`src/rtl/probe_ind_pkg.sv`:
```
package probe_ind_pkg;

    typedef enum logic [1:0] {
        LVL_NONE = 2'd0,
        LVL_LOW  = 2'd1,
        LVL_HIGH = 2'd2
    } lvl_e;

    typedef enum logic [1:0] {
        STR_IDLE = 2'd0,
        STR_ON   = 2'd1,
        STR_GAP  = 2'd2
    } str_e;

    typedef struct packed {
        lvl_e last;
        logic evt;
    } edge_st_t;

    typedef struct packed {
        logic mem;
    } latch_st_t;

    function automatic int unsigned pmax(input int unsigned a, input int unsigned b);
        return (a > b) ? a : b;
    endfunction

endpackage

```
`src/rtl/probe_sync.sv`:
```
module probe_sync #(
    parameter int unsigned W      = 1,
    parameter int unsigned STAGES = 2
) (
    input  logic         clk,
    input  logic         rst_n,
    input  logic [W-1:0] d,
    output logic [W-1:0] q
);
    logic [STAGES-1:0][W-1:0] chain_d, chain_q;

    for (genvar g = 0; g < STAGES; g++) begin : g_stage
        if (g == 0) begin : g_first
            assign chain_d[g] = d;
        end else begin : g_next
            assign chain_d[g] = chain_q[g-1];
        end
    end

    always_ff @(posedge clk or negedge rst_n) begin
        if (!rst_n) chain_q <= '0;
        else        chain_q <= chain_d;
    end

    assign q = chain_q[STAGES-1];
endmodule

```
`src/rtl/probe_level_edge.sv`:
```
module probe_level_edge
    import probe_ind_pkg::*;
(
    input  logic clk,
    input  logic rst_n,
    input  logic hi_s,
    input  logic lo_s,
    output logic hi_led,
    output logic lo_led,
    output logic evt
);
    edge_st_t st_d, st_q;
    lvl_e     cur;

    always_comb begin
        if (hi_s && !lo_s)      cur = LVL_HIGH;
        else if (lo_s && !hi_s) cur = LVL_LOW;
        else                    cur = LVL_NONE;

        st_d     = st_q;
        st_d.evt = (cur != LVL_NONE) && (st_q.last != LVL_NONE) && (cur != st_q.last);
        if (cur != LVL_NONE) st_d.last = cur;
    end

    always_ff @(posedge clk or negedge rst_n) begin
        if (!rst_n) st_q <= '{last: LVL_NONE, evt: 1'b0};
        else        st_q <= st_d;
    end

    assign hi_led = (cur == LVL_HIGH);
    assign lo_led = (cur == LVL_LOW);
    assign evt    = st_q.evt;
endmodule

```
`src/rtl/probe_stretcher.sv`:
```
module probe_stretcher
    import probe_ind_pkg::*;
#(
    parameter int unsigned ON_CYC  = 8,
    parameter int unsigned GAP_CYC = 3
) (
    input  logic clk,
    input  logic rst_n,
    input  logic evt,
    output logic on
);
    localparam int unsigned CNT_W = $clog2(pmax(ON_CYC, GAP_CYC) + 1);

    typedef struct packed {
        str_e             st;
        logic [CNT_W-1:0] cnt;
    } str_t;

    str_t s_d, s_q;

    always_comb begin
        s_d = s_q;
        unique case (s_q.st)
            STR_IDLE: begin
                if (evt) begin
                    s_d.st  = STR_ON;
                    s_d.cnt = CNT_W'(ON_CYC - 1);
                end
            end
            STR_ON: begin
                if (s_q.cnt == '0) begin
                    s_d.st  = STR_GAP;
                    s_d.cnt = CNT_W'(GAP_CYC - 1);
                end else begin
                    s_d.cnt = s_q.cnt - 1'b1;
                end
            end
            STR_GAP: begin
                if (s_q.cnt == '0) s_d.st  = STR_IDLE;
                else               s_d.cnt = s_q.cnt - 1'b1;
            end
            default: s_d = '{st: STR_IDLE, cnt: '0};
        endcase
    end

    always_ff @(posedge clk or negedge rst_n) begin
        if (!rst_n) s_q <= '{st: STR_IDLE, cnt: '0};
        else        s_q <= s_d;
    end

    assign on = (s_q.st == STR_ON);
endmodule

```
`src/rtl/probe_activity_ind.sv`:
```
module probe_activity_ind
    import probe_ind_pkg::*;
#(
    parameter int unsigned ON_CYC      = 15_000_000,
    parameter int unsigned GAP_CYC     = 1_666_666,
    parameter int unsigned SYNC_STAGES = 2
) (
    input  logic clk,
    input  logic rst_n,
    input  logic tip_above_hi,
    input  logic tip_below_lo,
    input  logic mode_mem,
    output logic hi_led,
    output logic lo_led,
    output logic pulse_led
);
    localparam int unsigned N_SYNC = 3;

    logic [N_SYNC-1:0] raw_in, syn_out;
    logic              hi_s, lo_s, mode_s;
    logic              evt_q, stretch_on, mem_q;
    latch_st_t         lt_d, lt_q;

    assign raw_in = {mode_mem, tip_below_lo, tip_above_hi};

    probe_sync #(.W(N_SYNC), .STAGES(SYNC_STAGES)) u_sync (
        .clk(clk), .rst_n(rst_n), .d(raw_in), .q(syn_out)
    );

    assign hi_s   = syn_out[0];
    assign lo_s   = syn_out[1];
    assign mode_s = syn_out[2];

    probe_level_edge u_edge (
        .clk(clk), .rst_n(rst_n), .hi_s(hi_s), .lo_s(lo_s),
        .hi_led(hi_led), .lo_led(lo_led), .evt(evt_q)
    );

    probe_stretcher #(.ON_CYC(ON_CYC), .GAP_CYC(GAP_CYC)) u_str (
        .clk(clk), .rst_n(rst_n), .evt(evt_q), .on(stretch_on)
    );

    always_comb begin
        lt_d = lt_q;
        if (!mode_s)    lt_d.mem = 1'b0;
        else if (evt_q) lt_d.mem = 1'b1;
    end

    always_ff @(posedge clk or negedge rst_n) begin
        if (!rst_n) lt_q <= '{mem: 1'b0};
        else        lt_q <= lt_d;
    end

    assign mem_q     = lt_q.mem;
    assign pulse_led = mode_s ? mem_q : stretch_on;
endmodule

```
`config.mk`:
```
export PLATFORM = sky130hd
export DESIGN_NAME = probe_activity_ind
export DESIGN_NICKNAME = d
export VERILOG_FILES = /design/src/rtl/probe_ind_pkg.sv /design/src/rtl/probe_sync.sv /design/src/rtl/probe_level_edge.sv /design/src/rtl/probe_stretcher.sv /design/src/rtl/probe_activity_ind.sv
export SDC_FILE = /design/constraint.sdc
export NUM_CORES = 1
export LEC_CHECK = 0
export CAP_MARGIN = 20
export CORE_MARGIN = 1
export CORE_UTILIZATION = 45
export DETAILED_ROUTE_END_ITERATION = 6
export HOLD_SLACK_MARGIN = 0.12
export PLACE_DENSITY = 0.63
export SYNTH_ARGS = -nofsm -noshare
export SYNTH_HDL_FRONTEND = slang
export SYNTH_SLANG_ARGS = --single-unit
```
`constraint.sdc`:
```
create_clock -name clk -period 2.7 [get_ports clk]
set_clock_uncertainty 0.1 [all_clocks]
set_input_delay 0.27 -clock clk [delete_from_list [all_inputs] [get_ports clk]]
set_output_delay 0.27 -clock clk [all_outputs]
set_load 0.005 [all_outputs]
```
# Word level (Yosys, flattened, before mapping)
# Cells that the tools add are included.
op_classes:
  n_addsub: 1
  reduce_logical: 12
  eq_ne: 10
  mux: 11
ops:
  columns: ["cell", "n"]
  rows:
  - ["$pmux 26 s3", 1]
  - ["$mux 24", 2]
  - ["$mux 26", 1]
  - ["$logic_not 24->1", 1]
  - ["$sub 24x1->24 const B", 1]
  - ["$mux 2", 3]
  - ["$ne 2x1->1 const B", 3]
  - ["$eq 2x1->1 const B", 2]
  - ["$eq 2x2->1 const B", 2]
  - ["$logic_and 1x1->1", 4]
  - ["$mux 1", 4]
  - ["$ne 2x2->1 const B", 2]
  - ["$reduce_bool 2->1", 2]
  - ["$reduce_and 3->1", 1]
  - ["$logic_not 1->1", 2]
  - ["$logic_not 2->1", 1]
  - ["$ne 2x2->1", 1]
  - ["$reduce_and 2->1", 1]
word_totals:
  inputBits: 5
  reg_bits: 36
  elab_cells: 41
  output_inout_bits: 3

# Logic depth before layout (Yosys ltp)
depth:
  ltp_word: 7
  ltp_mapped: 9
  mapped_depth_nobuf: 7

# Hierarchy
# A second synthesis with hierarchy kept.
unflattened:
  hier_cells: 238
  area_unflattened_um2: 2277.2
by_module_without_submodules:
  columns: ["mod", "cells_per_inst", "seq_area_each_um2", "instances", "area_each_um2"]
  rows:
  - ["probe_stretcher", 211, 650.6, 1, 1919.3]
  - ["probe_level_edge", 18, 75.1, 1, 160.2]
  - ["probe_sync", 6, 150.1, 1, 150.1]
  - ["probe_activity_ind", 3, 25.0, 1, 47.5]

# Worst setup path after synthesis
# Ideal clock, no wire load.
synth_path:
  kind: "register to register"
  from: "register u_str.s_q[0] in the netlist's numbering"
  to: "register u_str.s_q[5] in the netlist's numbering"
  arrival_time_ps: 1942
  required_time_ps: 2480
  synth_period_minus_slack_ps: 2163
  path_stages_with_launch: 9
  path_buffers: 1
  path_slack_ps: 537
  setup_time_ps: 120
  cell_sequence: "dfrtp_1 -> inv_1 -> ha_1 -> nor4b_1 -> nand4_4 -> or2_0 -> buf_6 -> a311o_1 -> o211a_1"
synth_via:
  elab_chain_cells: 3
  elab_cells_between_ends: 7
  cone_classes: "add/sub: 1; eq/ne: 1; mux: 3; reduce/logical: 2"
synth_rtl:
  columns: ["element", "line", "source"]
  rows:
  - ["start: declaration", "probe_stretcher.sv:19", "str_t s_d, s_q;"]
  - ["start signal: assignment", "probe_stretcher.sv:47", "if (!rst_n) s_q <= '{st: STR_IDLE, cnt: '0};"]
  - ["$sub 24x1->24 or $logic_not 24->1 (tied branches)", null, null]
  - ["$mux 24, or another cell as far along", "probe_stretcher.sv:39", "if (s_q.cnt == '0) s_d.st = STR_IDLE;"]
  - ["$pmux 26 s3 or $reduce_and 2->1 (tied branches)", null, null]
# Parallel ways exist; a longest one is shown, timed or not. The select of a mux whose other input is x is not followed.
# A chain may end at the register's enable or synchronous reset.

# Worst setup path after layout
layout_path:
  from: "register u_str.s_q[13] in the netlist's numbering"
  to: "register u_str.s_q[20] in the netlist's numbering"
# Same word-level chain as after synthesis.

==> impl_metrics.toml <==
[floorplan]
die_h_um = 74.5
die_area_um2 = 5550
coreArea_um2 = 5070
start_util_pct = 46.6
die_w_um = 74.5
num_rows = 26
pin_count = 8

[critical_path]
ff2ff_setup_slack_ns = 0.28
end_kind = "register"
r2r_start = "u_str.s_q[13]"
arrival_ns = 2.50
worstSetupPathType = "reg2reg"
worstRegToRegCells = 5
slowest_stage = "or2_0"
r2r-end = "u_str.s_q[20]"
worstPathCellList = "nor4_4 -> nand3b_1 -> or2_0 -> a21oi_2 -> o22ai_1"
critical_path.max_fanout = 10
worstSetupStartpointType = "register"
critPathBufInv = 0
cpLargestDelayFamily = "simple AND/OR/NAND/NOR gates"
cp.required_ns = 2.77
critical-path-max-stage-delay_ns = 0.52

[timing]
finalSetupTns_ns = 0
rsz0062_at_grt = "false"
finalHoldViolations = 0
relSlewSlack_pct = 44.7
period_share_pct = 89.8
slew_violations = 0
worst_pin_slew_ns = 0.830
min_period_ns = 2.42
setup_violations = 0
maxClockFrequency_ghz = 0.412

[yosys]
synth_ff_type = "dfrtp_1"
syn-cell-area_um2 = 2360
synth-edff-count = 0
yosys_register_bits = 36
synth-async-reset-ratio_pct = 100
seq_area_frac_synth_pct = 38.1
synth.net_count = 277
ys_warn_count = 0
synth_area_per_cell_um2 = 8.82
synth_cells = 268
synth_cell_types = 57

[global_route]
grt_usage_pct = 23.6
grt_pass1_wl_mm = 9.75
grt_antenna_before_repair = 0
gr-total-overflow = 0
grt_pass1_vias = 1939
grt_start_max_net_pins = 37

[finish]
drive_gt1_share_pct = 15.1
nNetsFinal = 286
insertedDiodeCount = 0
n_fill_cell = 477
multi_input_area_um2 = 1320
stdcell_area_um2 = 2680
regArea_um2 = 901
syn2layout_area_growth_pct = 13.2

[drt]
wl_met3_um = 372
drtIter0Drc = 201
vias_per_cell = 6.01
vias = 2091
firstDrtPassIters = 4
avgRoutedWirePerCell_um = 17.2
wl_met2_mm = 2.81
routed_wl_mm = 5.98
topRoutingLayerUsed = "met4"
drc = 0
final_antenna_net_count = 0
m1WireLength_mm = 2.76

[clocking]
cts_max_level = 2
clk_pin_slew_ns = 0.08
cts_setup_buffers = 0
clock_latency_ns = 0.29
clockBufferDepth = 2
cts_root_buffer = "clkbuf_8"
cts_tree = "done"
cts_sinks = 36
cts-buffers-inserted = 5

[power_and_ir_drop]
power_uw = 2030
power_leakage_uw = 0.00100
swShare_pct = 35.5
power_frac_seq_pct = 45.1
switching_power_uw = 720
power_density_nw_per_um2 = 757
power_frac_clock_pct = 26.1
internal_power_uw = 1310
power_frac_comb_pct = 28.8
irDropWorstVdd_uv = 439

[placement]
post_dp_cell_area_um2 = 2530
port_buffers = 7
post-dp-hpwl_mm = 4.09
gp_congestion = 0.891

[hold_path]
hold_depth = 0
hold_class = "reg2reg"
hold_path_end = "u_sync.q[0]"
min_from = "u_sync.chain_d[3]"

[status]
status = "completed"

[run]
drv_cap = 0
## cells by family (layout without fill, tap and decap cells)
family                   count (synthesis)  count (layout)  share of synthesized area (%)
buffers and inverters                   33              43                           6.30
AND/OR/NAND/NOR                        104             104                           26.4
adder cells (fa/ha/maj)                  4               4                           2.12
multiplexers                             3               3                           1.27
flip-flops                              36              36                           38.1
AO/OA/AOI/OAI                           80              80                           22.9
XOR/XNOR                                 8               8                           2.96
## routing by layer
metal  vias to the layer above  track usage [%]
met4                         0             8.18
met2                        69             35.6
li1                       1016                -
met3                         4             5.01
met5                         -                0
met1                      1002             33.4
## worst reg2reg max path, cell delays in order, from the launching register on
cell and delay [ns]:
dfrtp_1 0.50, nor4_4 0.37, nand3b_1 0.28, or2_0 0.52, a21oi_2 0.39, o22ai_1 0.14
## registers in the layout, indices dropped and copies added (netlist names)
register and cells:
u_sync.chain_d 3, u_sync.q 3, u_edge.evt 1, u_str.s_q 26
lt_q 1, u_edge.st_q 2
## cell usage after synthesis (all sizes together), types with 3 or more instances
library cell  count  area [µm²]
or4               6        45.0
buf               8        55.1
nand3             7        45.0
nor4             13         139
dfrtp            36         901
o22ai             9        56.3
xor2              3        26.3
o211ai            3        22.5
a21oi             9        48.8
nand2            19        71.3
or2               3        18.8
nor3             10        50.1
o21ai            26         130
clkbuf           15        56.3
inv              10        37.5
a22oi             7        52.6
ha                4        50.1
nor2b             4        25.0
xnor2             5        43.8
o311a             3        30.0
a31oi             3        18.8
or3               5        31.3
nor2             25        93.8
mux2i             3        30.0
## layout by cell type (no fill, tap or decap), drive strengths merged, types with 4 or more instances in the layout
| cell | n |
|---|---|
| ha | 4 |
| a21oi | 9 |
| nor4 | 13 |
| xnor2 | 5 |
| nand3 | 7 |
| nor2 | 25 |
| buf | 18 |
| or4 | 6 |
| nand2 | 19 |
| clkdlybuf4s50 | 6 |
| nor2b | 4 |
| clkbuf | 7 |
| a22oi | 7 |
| inv | 10 |
| o22ai | 9 |
| o21ai | 26 |
| nor3 | 10 |
| dfrtp | 36 |
| or3 | 5 |
## power groups by stage
stage | Sequential (µW) | Clock [µW] | Combinational, µW
2_1_floorplan | 813 | 0 | 538
3_3_place_gp | 913 | 0 | 572
3_5_place_dp | 919 | 0 | 577
4_1_cts | 908 | 540 | 582
5_1_grt | 935 | 559 | 663
6_report | 914 | 528 | 584
## metrics by stage
stage | setup slack, ns | utilization (%) | instances | hold WS (ns)
after floorplan | 0.537 | - | 268 | -0.126
after global placement | 0.291 | 49.9 | 339 | 0.232
after detailed placement | 0.236 | 49.9 | 339 | 0.237
after CTS | 0.225 | 52.6 | 348 | 0.255
after global routing | 0.115 | 52.7 | 348 | 0.256
final | 0.275 | 52.7 | 348 | 0.251
## final cells by class
cell class                      instances  area share, %
Tap cell                               70           3.27
Clock buffer                            7           3.60
Multi-Input combinational cell        199           49.4
Sequential cell                        36           33.7
Timing Repair Buffer                   25           7.57
Inverter                               10           1.40
Clock inverter                          1           1.12
## what timing repair did
item	4_1_cts	5_1_grt
gates resized for setup	0	1
setup endpoints to repair	0	4
endpoints found under the hold margin	36	0
hold buffers	1	0
## worst max path at each step
stage / from / endpoint / slack (ns) / cells past startpoint
floorplan: u_str.s_q[0] / u_str.s_q[5] / 0.54 / 8
global placement: u_str.s_q[0] / u_str.s_q[20] / 0.29 / 7
detailed placement: u_str.s_q[0] / u_str.s_q[20] / 0.24 / 7
CTS: u_str.s_q[0] / u_str.s_q[20] / 0.22 / 7
global route: u_str.s_q[18] / u_str.s_q[1] / 0.11 / 5
finish: u_str.s_q[13] / u_str.s_q[20] / 0.28 / 5
No activity file was read; power rests on OpenSTA's default activity.
